**src/rtl/flush_pkg.sv**
```systemverilog
package flush_pkg;
  localparam int FLUSH_AW = 40;
  localparam int RES_N    = 4;
  localparam int RES_IW   = $clog2(RES_N);

  typedef enum logic [3:0] {
    S_IDLE, S_DECODE, S_DRAIN, S_LOOK, S_WB, S_UPD, S_DONE, S_STAT
  } fsm_e;

  typedef enum logic [1:0] {
    CODE_OK       = 2'd0,
    CODE_WAS_FREE = 2'd1,
    CODE_WAS_HELD = 2'd2
  } code_e;

  // option byte, MSB first: decoded from command word bits 15:8
  typedef struct packed {
    logic              ext;
    logic              all;
    logic              blk;
    logic              keep;
    logic [RES_IW-1:0] idx;
    logic              rel;
    logic              fwd;
  } opt_t;
endpackage

```
**src/rtl/flush_blk_table.sv**
```systemverilog
module flush_blk_table
  import flush_pkg::*;
#(
  parameter int AW = FLUSH_AW
) (
  input  logic              clk,
  input  logic              rst,
  input  logic [AW-1:0]     look_addr,
  input  logic              set_en,
  input  logic [RES_IW-1:0] set_idx,
  input  logic [AW-1:0]     set_addr,
  input  logic              rel_en,
  input  logic [RES_IW-1:0] rel_idx,
  input  logic              unblk_en,
  input  logic [RES_IW-1:0] unblk_idx,
  input  logic              cache_set,
  input  logic              cache_clr,
  output logic [RES_N-1:0]  res_act,
  output logic              cache_blk,
  output logic              look_blocked
);
  logic [RES_N-1:0] hit_vec;

  for (genvar g = 0; g < RES_N; g++) begin : g_res
    logic [AW-1:0] addr_q;
    always_ff @(posedge clk) begin
      if (rst) begin
        res_act[g] <= 1'b0;
        addr_q     <= '0;
      end else if (set_en && set_idx == RES_IW'(g)) begin
        res_act[g] <= 1'b1;
        addr_q     <= set_addr;
      end else if ((rel_en && rel_idx == RES_IW'(g)) ||
                   (unblk_en && unblk_idx == RES_IW'(g))) begin
        res_act[g] <= 1'b0;
      end
    end
    assign hit_vec[g] = res_act[g] && (addr_q == look_addr);
  end

  always_ff @(posedge clk) begin
    if (rst)            cache_blk <= 1'b0;
    else if (cache_set) cache_blk <= 1'b1;
    else if (cache_clr) cache_blk <= 1'b0;
  end

  assign look_blocked = cache_blk || (|hit_vec);
endmodule

```
**src/rtl/flush_line_store.sv**
```systemverilog
module flush_line_store
  import flush_pkg::*;
#(
  parameter int AW       = FLUSH_AW,
  parameter int LINES    = 8,
  parameter int LINE_LSB = 4
) (
  input  logic                     clk,
  input  logic                     rst,
  input  logic [AW-1:0]            probe_addr,
  input  logic                     fill_en,
  output logic                     probe_hit,
  input  logic [$clog2(LINES)-1:0] rd_idx,
  output logic                     rd_valid,
  output logic                     rd_dirty,
  output logic [AW-1:0]            rd_tag,
  input  logic                     upd_en,
  input  logic [$clog2(LINES)-1:0] upd_idx,
  input  logic                     upd_inval
);
  localparam int IDXW = $clog2(LINES);

  logic [LINES-1:0] valid_q, dirty_q;
  logic [AW-1:0]    tag_mem [LINES];
  logic [IDXW-1:0]  fill_idx;

  assign fill_idx = probe_addr[LINE_LSB +: IDXW];

  // tag storage: plain write port, no reset, suits distributed RAM
  always_ff @(posedge clk) begin
    if (fill_en) tag_mem[fill_idx] <= probe_addr;
  end

  always_ff @(posedge clk) begin
    if (rst) begin
      valid_q <= '0;
      dirty_q <= '0;
    end else begin
      if (fill_en) begin
        valid_q[fill_idx] <= 1'b1;
        dirty_q[fill_idx] <= 1'b1;
      end
      if (upd_en) begin
        dirty_q[upd_idx] <= 1'b0;
        if (upd_inval) valid_q[upd_idx] <= 1'b0;
      end
    end
  end

  assign probe_hit = valid_q[fill_idx] && (tag_mem[fill_idx] == probe_addr);
  assign rd_valid  = valid_q[rd_idx];
  assign rd_dirty  = dirty_q[rd_idx];
  assign rd_tag    = tag_mem[rd_idx];
endmodule

```
**src/rtl/flush_seq.sv**
```systemverilog
module flush_seq
  import flush_pkg::*;
#(
  parameter int             AW       = FLUSH_AW,
  parameter int             LINES    = 8,
  parameter int             LINE_LSB = 4,
  parameter logic [AW-1:0]  EXT_OFF  = 'h40
) (
  input  logic                     clk,
  input  logic                     rst,
  input  logic                     cmd_valid,
  output logic                     cmd_ready,
  input  logic [15:0]              cmd_num,
  input  logic                     cmd_want,
  input  logic [AW-1:0]            cmd_addr,
  input  opt_t                     cmd_opt,
  output logic                     status_valid,
  input  logic                     status_ready,
  output logic [15:0]              status_num,
  output logic [1:0]               status_code,
  output logic                     wb_req,
  output logic [AW-1:0]            wb_addr,
  input  logic                     wb_ack,
  output logic                     drain_req,
  output logic [AW-1:0]            drain_addr,
  input  logic                     drain_done,
  output logic [$clog2(LINES)-1:0] rd_idx,
  input  logic                     rd_valid,
  input  logic                     rd_dirty,
  input  logic [AW-1:0]            rd_tag,
  output logic                     upd_en,
  output logic [$clog2(LINES)-1:0] upd_idx,
  output logic                     upd_inval,
  input  logic [RES_N-1:0]         res_act,
  output logic                     rel_en,
  output logic [RES_IW-1:0]        rel_idx,
  output logic                     set_en,
  output logic [RES_IW-1:0]        set_idx,
  output logic [AW-1:0]            set_addr,
  output logic                     cache_set
);
  localparam int IDXW = $clog2(LINES);

  fsm_e            st_q;
  code_e           code_q;
  opt_t            opt_q;
  logic [15:0]     num_q;
  logic            want_q, ext_q, hit_q;
  logic [AW-1:0]   base_q, cur_q, wba_q;
  logic [IDXW-1:0] ptr_q;

  logic look_hit, res_held, last_line, final_step;

  assign rd_idx     = opt_q.all ? ptr_q : cur_q[LINE_LSB +: IDXW];
  assign look_hit   = rd_valid && (opt_q.all || rd_tag == cur_q);
  assign res_held   = res_act[opt_q.idx];
  assign last_line  = (ptr_q == IDXW'(LINES - 1));
  assign final_step = !opt_q.all && !(opt_q.ext && !ext_q);

  assign cmd_ready    = (st_q == S_IDLE);
  assign status_valid = (st_q == S_STAT);
  assign status_num   = num_q;
  assign status_code  = code_q;
  assign wb_req       = (st_q == S_WB);
  assign wb_addr      = wba_q;
  assign drain_req    = (st_q == S_DRAIN);
  assign drain_addr   = base_q;
  assign upd_en       = (st_q == S_UPD) && hit_q;
  assign upd_idx      = rd_idx;
  assign upd_inval    = opt_q.all || !opt_q.keep;
  assign rel_en       = (st_q == S_DECODE) && !opt_q.all && opt_q.rel && res_held;
  assign rel_idx      = opt_q.idx;
  assign set_en       = (st_q == S_UPD) && final_step && opt_q.blk;
  assign set_idx      = opt_q.idx;
  assign set_addr     = base_q;
  assign cache_set    = (st_q == S_UPD) && opt_q.all && last_line;

  always_ff @(posedge clk) begin
    if (rst) begin
      st_q   <= S_IDLE;
      code_q <= CODE_OK;
      opt_q  <= '0;
      num_q  <= '0;
      want_q <= 1'b0;
      ext_q  <= 1'b0;
      hit_q  <= 1'b0;
      base_q <= '0;
      cur_q  <= '0;
      wba_q  <= '0;
      ptr_q  <= '0;
    end else begin
      case (st_q)
        S_IDLE: if (cmd_valid) begin
          num_q  <= cmd_num;
          want_q <= cmd_want;
          opt_q  <= cmd_opt;
          base_q <= cmd_addr;
          cur_q  <= cmd_addr;
          ext_q  <= 1'b0;
          ptr_q  <= '0;
          code_q <= CODE_OK;
          st_q   <= S_DECODE;
        end
        S_DECODE: begin
          if (opt_q.all)                              st_q <= S_LOOK;
          else if (opt_q.rel && !res_held) begin
            code_q <= CODE_WAS_FREE;
            st_q   <= S_DONE;
          end else if (opt_q.blk && res_held && !opt_q.rel) begin
            code_q <= CODE_WAS_HELD;
            st_q   <= S_DONE;
          end else                                    st_q <= opt_q.fwd ? S_DRAIN : S_LOOK;
        end
        S_DRAIN: if (drain_done) st_q <= S_LOOK;
        S_LOOK: begin
          hit_q <= look_hit;
          wba_q <= rd_tag;
          st_q  <= (look_hit && rd_dirty) ? S_WB : S_UPD;
        end
        S_WB: if (wb_ack) st_q <= S_UPD;
        S_UPD: begin
          if (opt_q.all) begin
            if (last_line) st_q <= S_DONE;
            else begin
              ptr_q <= ptr_q + 1'b1;
              st_q  <= S_LOOK;
            end
          end else if (opt_q.ext && !ext_q) begin
            ext_q <= 1'b1;
            cur_q <= base_q + EXT_OFF;
            st_q  <= S_LOOK;
          end else st_q <= S_DONE;
        end
        S_DONE: st_q <= want_q ? S_STAT : S_IDLE;
        S_STAT: if (status_ready) st_q <= S_IDLE;
        default: st_q <= S_IDLE;
      endcase
    end
  end
endmodule

```
**src/rtl/dcache_flush_engine.sv**
```systemverilog
module dcache_flush_engine
  import flush_pkg::*;
#(
  parameter int                   LINES    = 8,
  parameter int                   LINE_LSB = 4,
  parameter logic [FLUSH_AW-1:0]  EXT_OFF  = 'h40
) (
  input  logic                clk,
  input  logic                rst,
  input  logic                cmd_valid,
  output logic                cmd_ready,
  input  logic [16:0]         cmd_word0,
  input  logic [31:0]         cmd_addr_lo,
  input  logic [15:0]         cmd_word2,
  output logic                status_valid,
  input  logic                status_ready,
  output logic [15:0]         status_num,
  output logic [1:0]          status_code,
  input  logic                acc_valid,
  input  logic [FLUSH_AW-1:0] acc_addr,
  output logic                acc_done,
  output logic                acc_hit,
  output logic                acc_blocked,
  input  logic                unblk_res_valid,
  input  logic [RES_IW-1:0]   unblk_res_idx,
  input  logic                unblk_cache_valid,
  output logic                wb_req,
  output logic [FLUSH_AW-1:0] wb_addr,
  input  logic                wb_ack,
  output logic                drain_req,
  output logic [FLUSH_AW-1:0] drain_addr,
  input  logic                drain_done
);
  localparam int AW   = FLUSH_AW;
  localparam int IDXW = $clog2(LINES);

  logic [AW-1:0]     cmd_addr;
  opt_t              cmd_opt;
  logic [IDXW-1:0]   rd_idx, upd_idx;
  logic              rd_valid, rd_dirty, upd_en, upd_inval;
  logic [AW-1:0]     rd_tag, set_addr;
  logic [RES_N-1:0]  res_act;
  logic              rel_en, set_en, cache_set, cache_blk_w;
  logic [RES_IW-1:0] rel_idx, set_idx;
  logic              look_blocked, probe_hit, busy, refuse, fill_en;

  assign cmd_addr = {cmd_word2[7:0], cmd_addr_lo};
  assign cmd_opt  = opt_t'(cmd_word2[15:8]);
  assign busy     = !cmd_ready;
  assign refuse   = look_blocked || busy;
  assign fill_en  = acc_valid && !refuse;

  flush_seq #(.AW(AW), .LINES(LINES), .LINE_LSB(LINE_LSB), .EXT_OFF(EXT_OFF)) u_seq (
    .clk(clk), .rst(rst),
    .cmd_valid(cmd_valid), .cmd_ready(cmd_ready),
    .cmd_num(cmd_word0[15:0]), .cmd_want(cmd_word0[16]),
    .cmd_addr(cmd_addr), .cmd_opt(cmd_opt),
    .status_valid(status_valid), .status_ready(status_ready),
    .status_num(status_num), .status_code(status_code),
    .wb_req(wb_req), .wb_addr(wb_addr), .wb_ack(wb_ack),
    .drain_req(drain_req), .drain_addr(drain_addr), .drain_done(drain_done),
    .rd_idx(rd_idx), .rd_valid(rd_valid), .rd_dirty(rd_dirty), .rd_tag(rd_tag),
    .upd_en(upd_en), .upd_idx(upd_idx), .upd_inval(upd_inval),
    .res_act(res_act), .rel_en(rel_en), .rel_idx(rel_idx),
    .set_en(set_en), .set_idx(set_idx), .set_addr(set_addr),
    .cache_set(cache_set)
  );

  flush_blk_table #(.AW(AW)) u_tbl (
    .clk(clk), .rst(rst),
    .look_addr(acc_addr),
    .set_en(set_en), .set_idx(set_idx), .set_addr(set_addr),
    .rel_en(rel_en), .rel_idx(rel_idx),
    .unblk_en(unblk_res_valid), .unblk_idx(unblk_res_idx),
    .cache_set(cache_set), .cache_clr(unblk_cache_valid),
    .res_act(res_act), .cache_blk(cache_blk_w), .look_blocked(look_blocked)
  );

  flush_line_store #(.AW(AW), .LINES(LINES), .LINE_LSB(LINE_LSB)) u_store (
    .clk(clk), .rst(rst),
    .probe_addr(acc_addr), .fill_en(fill_en), .probe_hit(probe_hit),
    .rd_idx(rd_idx), .rd_valid(rd_valid), .rd_dirty(rd_dirty), .rd_tag(rd_tag),
    .upd_en(upd_en), .upd_idx(upd_idx), .upd_inval(upd_inval)
  );

  always_ff @(posedge clk) begin
    if (rst) begin
      acc_done    <= 1'b0;
      acc_hit     <= 1'b0;
      acc_blocked <= 1'b0;
    end else begin
      acc_done    <= acc_valid;
      acc_blocked <= acc_valid && refuse;
      acc_hit     <= acc_valid && !refuse && probe_hit;
    end
  end
endmodule

```
**config.mk**
```make
export PLATFORM = sky130hd
export DESIGN_NAME = dcache_flush_engine
export DESIGN_NICKNAME = d
export VERILOG_FILES = /design/src/rtl/flush_pkg.sv /design/src/rtl/flush_blk_table.sv /design/src/rtl/flush_line_store.sv /design/src/rtl/flush_seq.sv /design/src/rtl/dcache_flush_engine.sv
export SDC_FILE = /design/constraint.sdc
export NUM_CORES = 1
export LEC_CHECK = 0
export ABC_AREA = 1
export BUFFER_PORTS_ARGS = -buffer_cell sky130_fd_sc_hd__buf_2
export CORE_UTILIZATION = 27
export DETAILED_ROUTE_END_ITERATION = 7
export SYNTH_ARGS = -nofsm -noshare
export SYNTH_HDL_FRONTEND = slang
export SYNTH_HIERARCHICAL = 1
export SYNTH_SLANG_ARGS = --single-unit
```
**constraint.sdc**
```tcl
create_clock -name clk -period 11.4 [get_ports clk]
set_input_delay 2.28 -clock clk [delete_from_list [all_inputs] [get_ports clk]]
set_output_delay 2.28 -clock clk [all_outputs]
set_load 0.01 [all_outputs]
```
# [Word-level counts from Yosys, hierarchy flattened]
# Memory sizes are Yosys's and may differ from the RTL's.
# Index checks and enable logic that the tools add are counted.
[op_classes] addsub=2 n_lt_le_gt_ge=5 n_eq_ne=30 mux=63 bitwise_logic=5 n_reduce_logical=69
[op_table] cell="40-bit == test" count=6
[op_table] cell="40-bit 2-to-1 mux" count=3
[op_table] cell="40-bit case mux with 2 select lines" count=1
[op_table] cell="8-bit 2-to-1 mux" count=7
[op_table] cell="40-bit by 7-bit adder with 40-bit output (second input constant)" count=1
[op_table] cell="1-bit logical AND" count=37
[op_table] cell="4-bit 2-to-1 mux" count=8
[op_table] cell="4-bit case mux with 8 select lines" count=1
[op_table] cell="1-bit 2-to-1 mux" count=23
[op_table] cell="3-bit 2-to-1 mux" count=7
[op_table] cell="8-bit bitwise AND" count=2
[op_table] cell="4-bit by 3-bit == test with 1-bit output (second input constant)" count=4
[op_table] cell="8-bit OR" count=2
[op_table] cell="4-bit AND reduction" count=4
[op_table] cell="2-bit nonzero test" count=7
[op_table] cell="2-bit by 1-bit inequality test with 1-bit output (second input constant)" count=5
[op_table] cell="1-bit binary-select mux with 3-bit select" count=3
[op_table] cell="2-bit == test (second input constant)" count=4
[op_table] cell="4-bit by 2-bit == test with 1-bit output (second input constant)" count=2
[op_table] cell="1-bit logical NOT" count=8
[op_table] cell="1-bit logical OR" count=8
[op_table] cell="3-bit by 4-bit < comparator with 1-bit output (second input constant)" count=2
[op_table] cell="2-bit 2-to-1 mux" count=4
[op_table] cell="2-bit inequality test (second input constant)" count=4
[op_table] cell="other kinds (17)" count=21
[word_totals] ff_bits=340 ramBits=320 elab_cells=206 n_memories=1
[mem_list] name="u_store.tag_mem" words=8 word_bits=40 rd=2 rd_clocked_by_memory_dff=0 wr=1 line_no="flush_line_store.sv:24" source="logic [AW-1:0] tag_mem [LINES];"

# [Logic depth before layout (Yosys ltp)]
[depth] depth_word=12 ltp_mapped=25

# [By module]
# Netlist, hierarchy kept.
[by_module_without_submodules] mod="flush_line_store" n_inst=1 cells_each=1921 area_each_um2=17071.4
[by_module_without_submodules] mod="flush_blk_table" n_inst=1 cells_each=1272 area_each_um2=8913.5
[by_module_without_submodules] mod="flush_seq" n_inst=1 cells_each=1142 area_each_um2=7843.8
[by_module_without_submodules] mod="dcache_flush_engine" n_inst=1 cells_each=14 area_each_um2=112.6

# [Worst setup path after synthesis]
# Ideal clock, no wire load.
[synth_path] path_type="input to register" from="input port acc_addr[21]" to="memory u_store/tag_mem[3][0] in the netlist's numbering (enable)" setup_ns=0.441 t_arrival_ns=5.055 t_required_ns=10.959 setup_slack_ns=5.905 path_stages=14 path_buffers=1 cell_sequence="clkbuf_2 -> o21ai_0 -> nor2_1 -> nand3_1 -> nor2_1 -> nand3_1 -> nand2_1 -> nor2_1 -> nand2_1 -> inv_2 -> nand2_2 -> nor2_1 -> nand2_1 -> nor2_1"
[synth_via] elab_chain_len=9 elab_cells_between_ends=15 cone_classes="4 x eq/ne; 2 x mux; 9 x reduce/logical"
[synth_lines] element="start: declaration" line_no="dcache_flush_engine.sv:20" source="input logic [FLUSH_AW-1:0] acc_addr,"
[synth_lines] element="40-bit == test" line_no="flush_blk_table.sv:38" source="assign hit_vec[g] = res_act[g] && (addr_q == look_addr);"
[synth_lines] element="1-bit logical AND" line_no="flush_blk_table.sv:38"
[synth_lines] element="4-bit OR reduction *" line_no="flush_blk_table.sv:47" source="assign look_blocked = cache_blk || (|hit_vec);"
[synth_lines] element="1-bit logical OR *" line_no="flush_blk_table.sv:47"
[synth_lines] element="via look_blocked" line_no="dcache_flush_engine.sv:45" source="logic look_blocked, probe_hit, busy, refuse, fill_en;"
[synth_lines] element="1-bit logical OR *" line_no="dcache_flush_engine.sv:50" source="assign refuse = look_blocked || busy;"
[synth_lines] element="1-bit logical NOT *" line_no="dcache_flush_engine.sv:51" source="assign fill_en = acc_valid && !refuse;"
[synth_lines] element="1-bit logical AND *" line_no="dcache_flush_engine.sv:51"
[synth_lines] element="via fill_en" line_no="dcache_flush_engine.sv:45"
[synth_lines] element="1-bit 2-to-1 mux *" line_no="flush_line_store.sv:31" source="if (fill_en) tag_mem[fill_idx] <= probe_addr;"
[synth_lines] element="1-bit 2-to-1 mux (not written as such) *" line_no="flush_line_store.sv:31"
[synth_lines] element="end: declaration" line_no="flush_line_store.sv:24"
# Mark *: on every way through the listed nets, which the timed path passes. The rest lies on a longest branch.

# [Final worst setup path]
[layout_path] from="input port acc_addr[5]" to="memory u_store/tag_mem[1][33] in the netlist's numbering (enable)"
# The elaborated chain is that of the path after synthesis.

==> results.sh <==
export IMPL_status="finished clean"
export IMPL_final_cell_mix="nand2_1, inv_1, nor2_1"
export IMPL_finish_utilization=0.3100
export IMPL_worstHoldStart="u_seq/status_code[0]"
export IMPL_cts_path_max_buffers=3
export IMPL_ys_seq_area_frac=0.4831
export IMPL_synth_edf_count=320
export IMPL_powerDensity_nw_per_um2=185.8
export IMPL_cts_setup_buffers=0
export IMPL_grt_max_degree=134
export IMPL_drive_gt1_frac=0.1165
export IMPL_cp_slowest_stage_delay_ps=850
export IMPL_endpoint="u_store/tag_mem[1][33]"
export IMPL_area_growth_pct=13.36
export IMPL_ys_seq_elements=659
export IMPL_ys_types=52
export IMPL_rr_worst_depth=22
export IMPL_worstSkewPairLatency_ps=640
export IMPL_path_max_fanout=22
export IMPL_max_cap_violations=0
export IMPL_drt_wirelength_per_cell_um=21.04
export IMPL_ys_async_sr_fraction=0
export IMPL_synth_top_cell_area_share=0.2831
export IMPL_grt_pass1_vias=27750
export IMPL_ys_flop_type="dfxtp_1"
export IMPL_cts_buffers=75
export IMPL_netlist_instances=4349
export IMPL_synth_area_leaders="edfxtp_1, dfxtp_1, nand2_1"
export IMPL_ctsHoldBuffers=0
export IMPL_vias_per_cell=4.969
export IMPL_fin_crit_ps=5508
export IMPL_hold_viol=0
export IMPL_avgSynthCellArea_um2=7.804
export IMPL_htreeDepth=3
export IMPL_hpwl_um=88590
export IMPL_worstSetupPathType="input pin to flop"
export IMPL_detail_route_antenna_nets=0
export IMPL_reg2reg_to="u_seq/st_q[0]"
export IMPL_yosysTopAreaCell="edfxtp_1"
export IMPL_io_pins=221
export IMPL_worst_ep_required_time_ps=11680
export IMPL_placed_cell_area_um2=35990
export IMPL_rsz0062_at_grt="false"
export IMPL_grt_pass1_wl_um=186400
export IMPL_fp_dieH_um=356.6
export IMPL_yosysWarnings=6
export IMPL_syn_area_um2=33940
export IMPL_drcViolationCount=0
export IMPL_nNetsFinal=4531
export IMPL_path_cells="buf_2 > inv_1 > o21ai_0 > nor2_1 > nand2_1 > nor2_1 > nand2_1 > nor3_1 > nor2_1 > nand2_1 > inv_2 > nand2_2 > nor2_1 > nand2_1 > nor2_4 > buf_4"
export IMPL_setup_tns_final_ps=0
export IMPL_io_buffers=220
export IMPL_rrSetupSlack_ps=6060
export IMPL_final_common_cell="nand2_1"
export IMPL_cellLeakagePower_uw=0.01571
export IMPL_hp_class="flop to flop"
export IMPL_cts_sinks=659
export IMPL_detail_route_first_pass_iterations=8
export IMPL_layout_setup_ws_ps=5892
export IMPL_worst_setup_path_start_kind="input pin"
export IMPL_gr_total_overflow=0
export IMPL_relSlewSlack=0.1710
export IMPL_max_freq_mhz=181.6
export IMPL_endpoint_kind="flop"
export IMPL_die_area_um2=127100
export IMPL_crit_start="acc_addr[5]"
export IMPL_drt_iter0_markers=3207
export IMPL_root_buffer="clkbuf_16"
export IMPL_antenna_found_initial=14
export IMPL_initial_utilization=0.2735
export IMPL_finClkSkew_ps=21.88
export IMPL_syn_nets=4468
export IMPL_clkTransAtPathRegs_ps=60
export IMPL_nFillCells=13060
export IMPL_vias=30380
export IMPL_crit_arrival_ps=5790
export IMPL_coreArea_um2=124100
export IMPL_wl_um=128600
export IMPL_cpMaxStageDelayCell="nor2_4"
export IMPL_cts_tree="built"
export IMPL_timing_rr_start="u_seq/opt_q[6]"
export IMPL_worst_slew_pin_slew_ps=1238
export IMPL_fin_area_um2=38480
export IMPL_finalSetupViolCount=0
export IMPL_preCtsSetupSlack_ps=5342
export IMPL_die_width_um=356.6
export IMPL_finalCritPeriodShare=0.4831
export IMPL_finalMaxSlewViolations=0
export IMPL_routabilityCongestion=0.9190
export IMPL_cts_resized=0
export IMPL_rows=129
export IMPL_grt_total_usage=0.1966
export IMPL_ir_drop_uv=111.9
stage by stage:
step,total power [uW],std cells,hold WS (ps)
after floorplan,3940,4349,430.3
after global placement,4707,5972,455.7
after detailed placement,4722,5972,458.9
after CTS,7157,6111,467.6
after global routing,7419,6112,476.6
final,7148,6115,463.5
flip-flops by register name, summed over array words and instances (netlist names), 2 cells and up:
| register | count |
|---|---|
| u_seq/status_num | 16 |
| u_store/valid_q | 8 |
| u_seq/st_q | 3 |
| u_seq/cur_q | 40 |
| u_seq/ptr_q | 3 |
| u_seq/wb_addr | 40 |
| u_tbl/res_act | 4 |
| u_seq/opt_q | 6 |
| u_seq/drain_addr | 40 |
| u_tbl/g_res.addr_q | 160 |
| u_store/tag_mem | 320 |
| u_store/dirty_q | 8 |
| u_seq/rel_idx | 2 |
| u_seq/status_code | 2 |
power breakdown:
| group | switching [uW] | leakage (uW) | total (uW) | internal, uW |
|---|---|---|---|---|
| combinational | 1310 | 0.00886 | 1780 | 472 |
| clock | 1030 | 0.00120 | 2440 | 1410 |
| sequential | 258 | 0.00565 | 2920 | 2660 |
worst min-delay path by stage:
stage                           endpoint  slack [ps]  depth (start not counted)
finish              u_seq/status_code[0]         460                          2
global route        u_seq/status_code[0]         480                          2
CTS                 u_seq/status_code[0]         470                          2
detailed placement  u_seq/status_code[0]         460                          2
global placement    u_seq/status_code[0]         460                          2
floorplan                 u_seq/opt_q[7]         430                          2
cells by family (layout without fill, tap and decap cells):
group | after synthesis | in the layout | synth area share
AOI/OAI and AO/OA | 914 | 914 | 0.1652
xor gates and xnor gates | 78 | 78 | 0.02013
other | 0 | 4 | 0
buffers and inverters | 804 | 929 | 0.1040
adders and majority gates | 3 | 3 | 0.001106
DFF | 659 | 659 | 0.4831
and+or+nand+nor | 1891 | 1891 | 0.2265
synthesized netlist by cell type, types with 3 or more instances:
cell type     n
nand2_4       3
xor2_1       23
o22ai_1      15
buf_6        21
nor2_2        5
or2_2         4
inv_2        14
nand4_1      42
a21oi_2       7
a31oi_1      51
o21ai_0     342
buf_2        58
dfxtp_1     339
nand2_1    1144
ha_1          3
nor3_1       28
edfxtp_1    320
o21ai_1       9
clkbuf_1    106
nand2_2      10
inv_1       515
o211ai_1     55
buf_1        16
a211oi_1     31
nor2_8        4
a211oi_2     69
nor2_4        7
a21oi_1     274
or2_0         3
nand3_1     154
xnor2_1      55
nand3b_1      4
a221oi_1     23
buf_4        67
o21bai_1     31
nor2_1      476
layer usage:
metal / share of wire / global-route usage / up-vias
li1: - / - / 14350
met1: 0.42 / 0.2568 / 14540
met2: 0.47 / 0.3233 / 1255
met3: 0.073 / 0.02747 / 229
met4: 0.044 / 0.08429 / 12
met5: 0.00059 / 0 / -
critical path: cells and delay by family:
| family | cells | cell delay, ps |
|---|---|---|
| AOI/OAI and AO/OA | 1 | 260 |
| buffers and inverters | 4 | 1280 |
| and+or+nand+nor | 11 | 1920 |
area by class of cell:
| cell class | count | area, um2 | share of cell area |
|---|---|---|---|
| timing repair buffer | 258 | 1415 | 0.03678 |
| clock inverter | 33 | 296.5 | 0.007707 |
| sequential | 659 | 16400 | 0.4261 |
| inverter | 532 | 2008 | 0.05219 |
| multi-input combinational | 2886 | 14120 | 0.3671 |
| antenna | 4 | 10.01 | 0.0002601 |
| tap | 1637 | 2048 | 0.05323 |
| clock buffer | 106 | 2178 | 0.05661 |
Note: power is estimated with default switching activity, not from simulation.
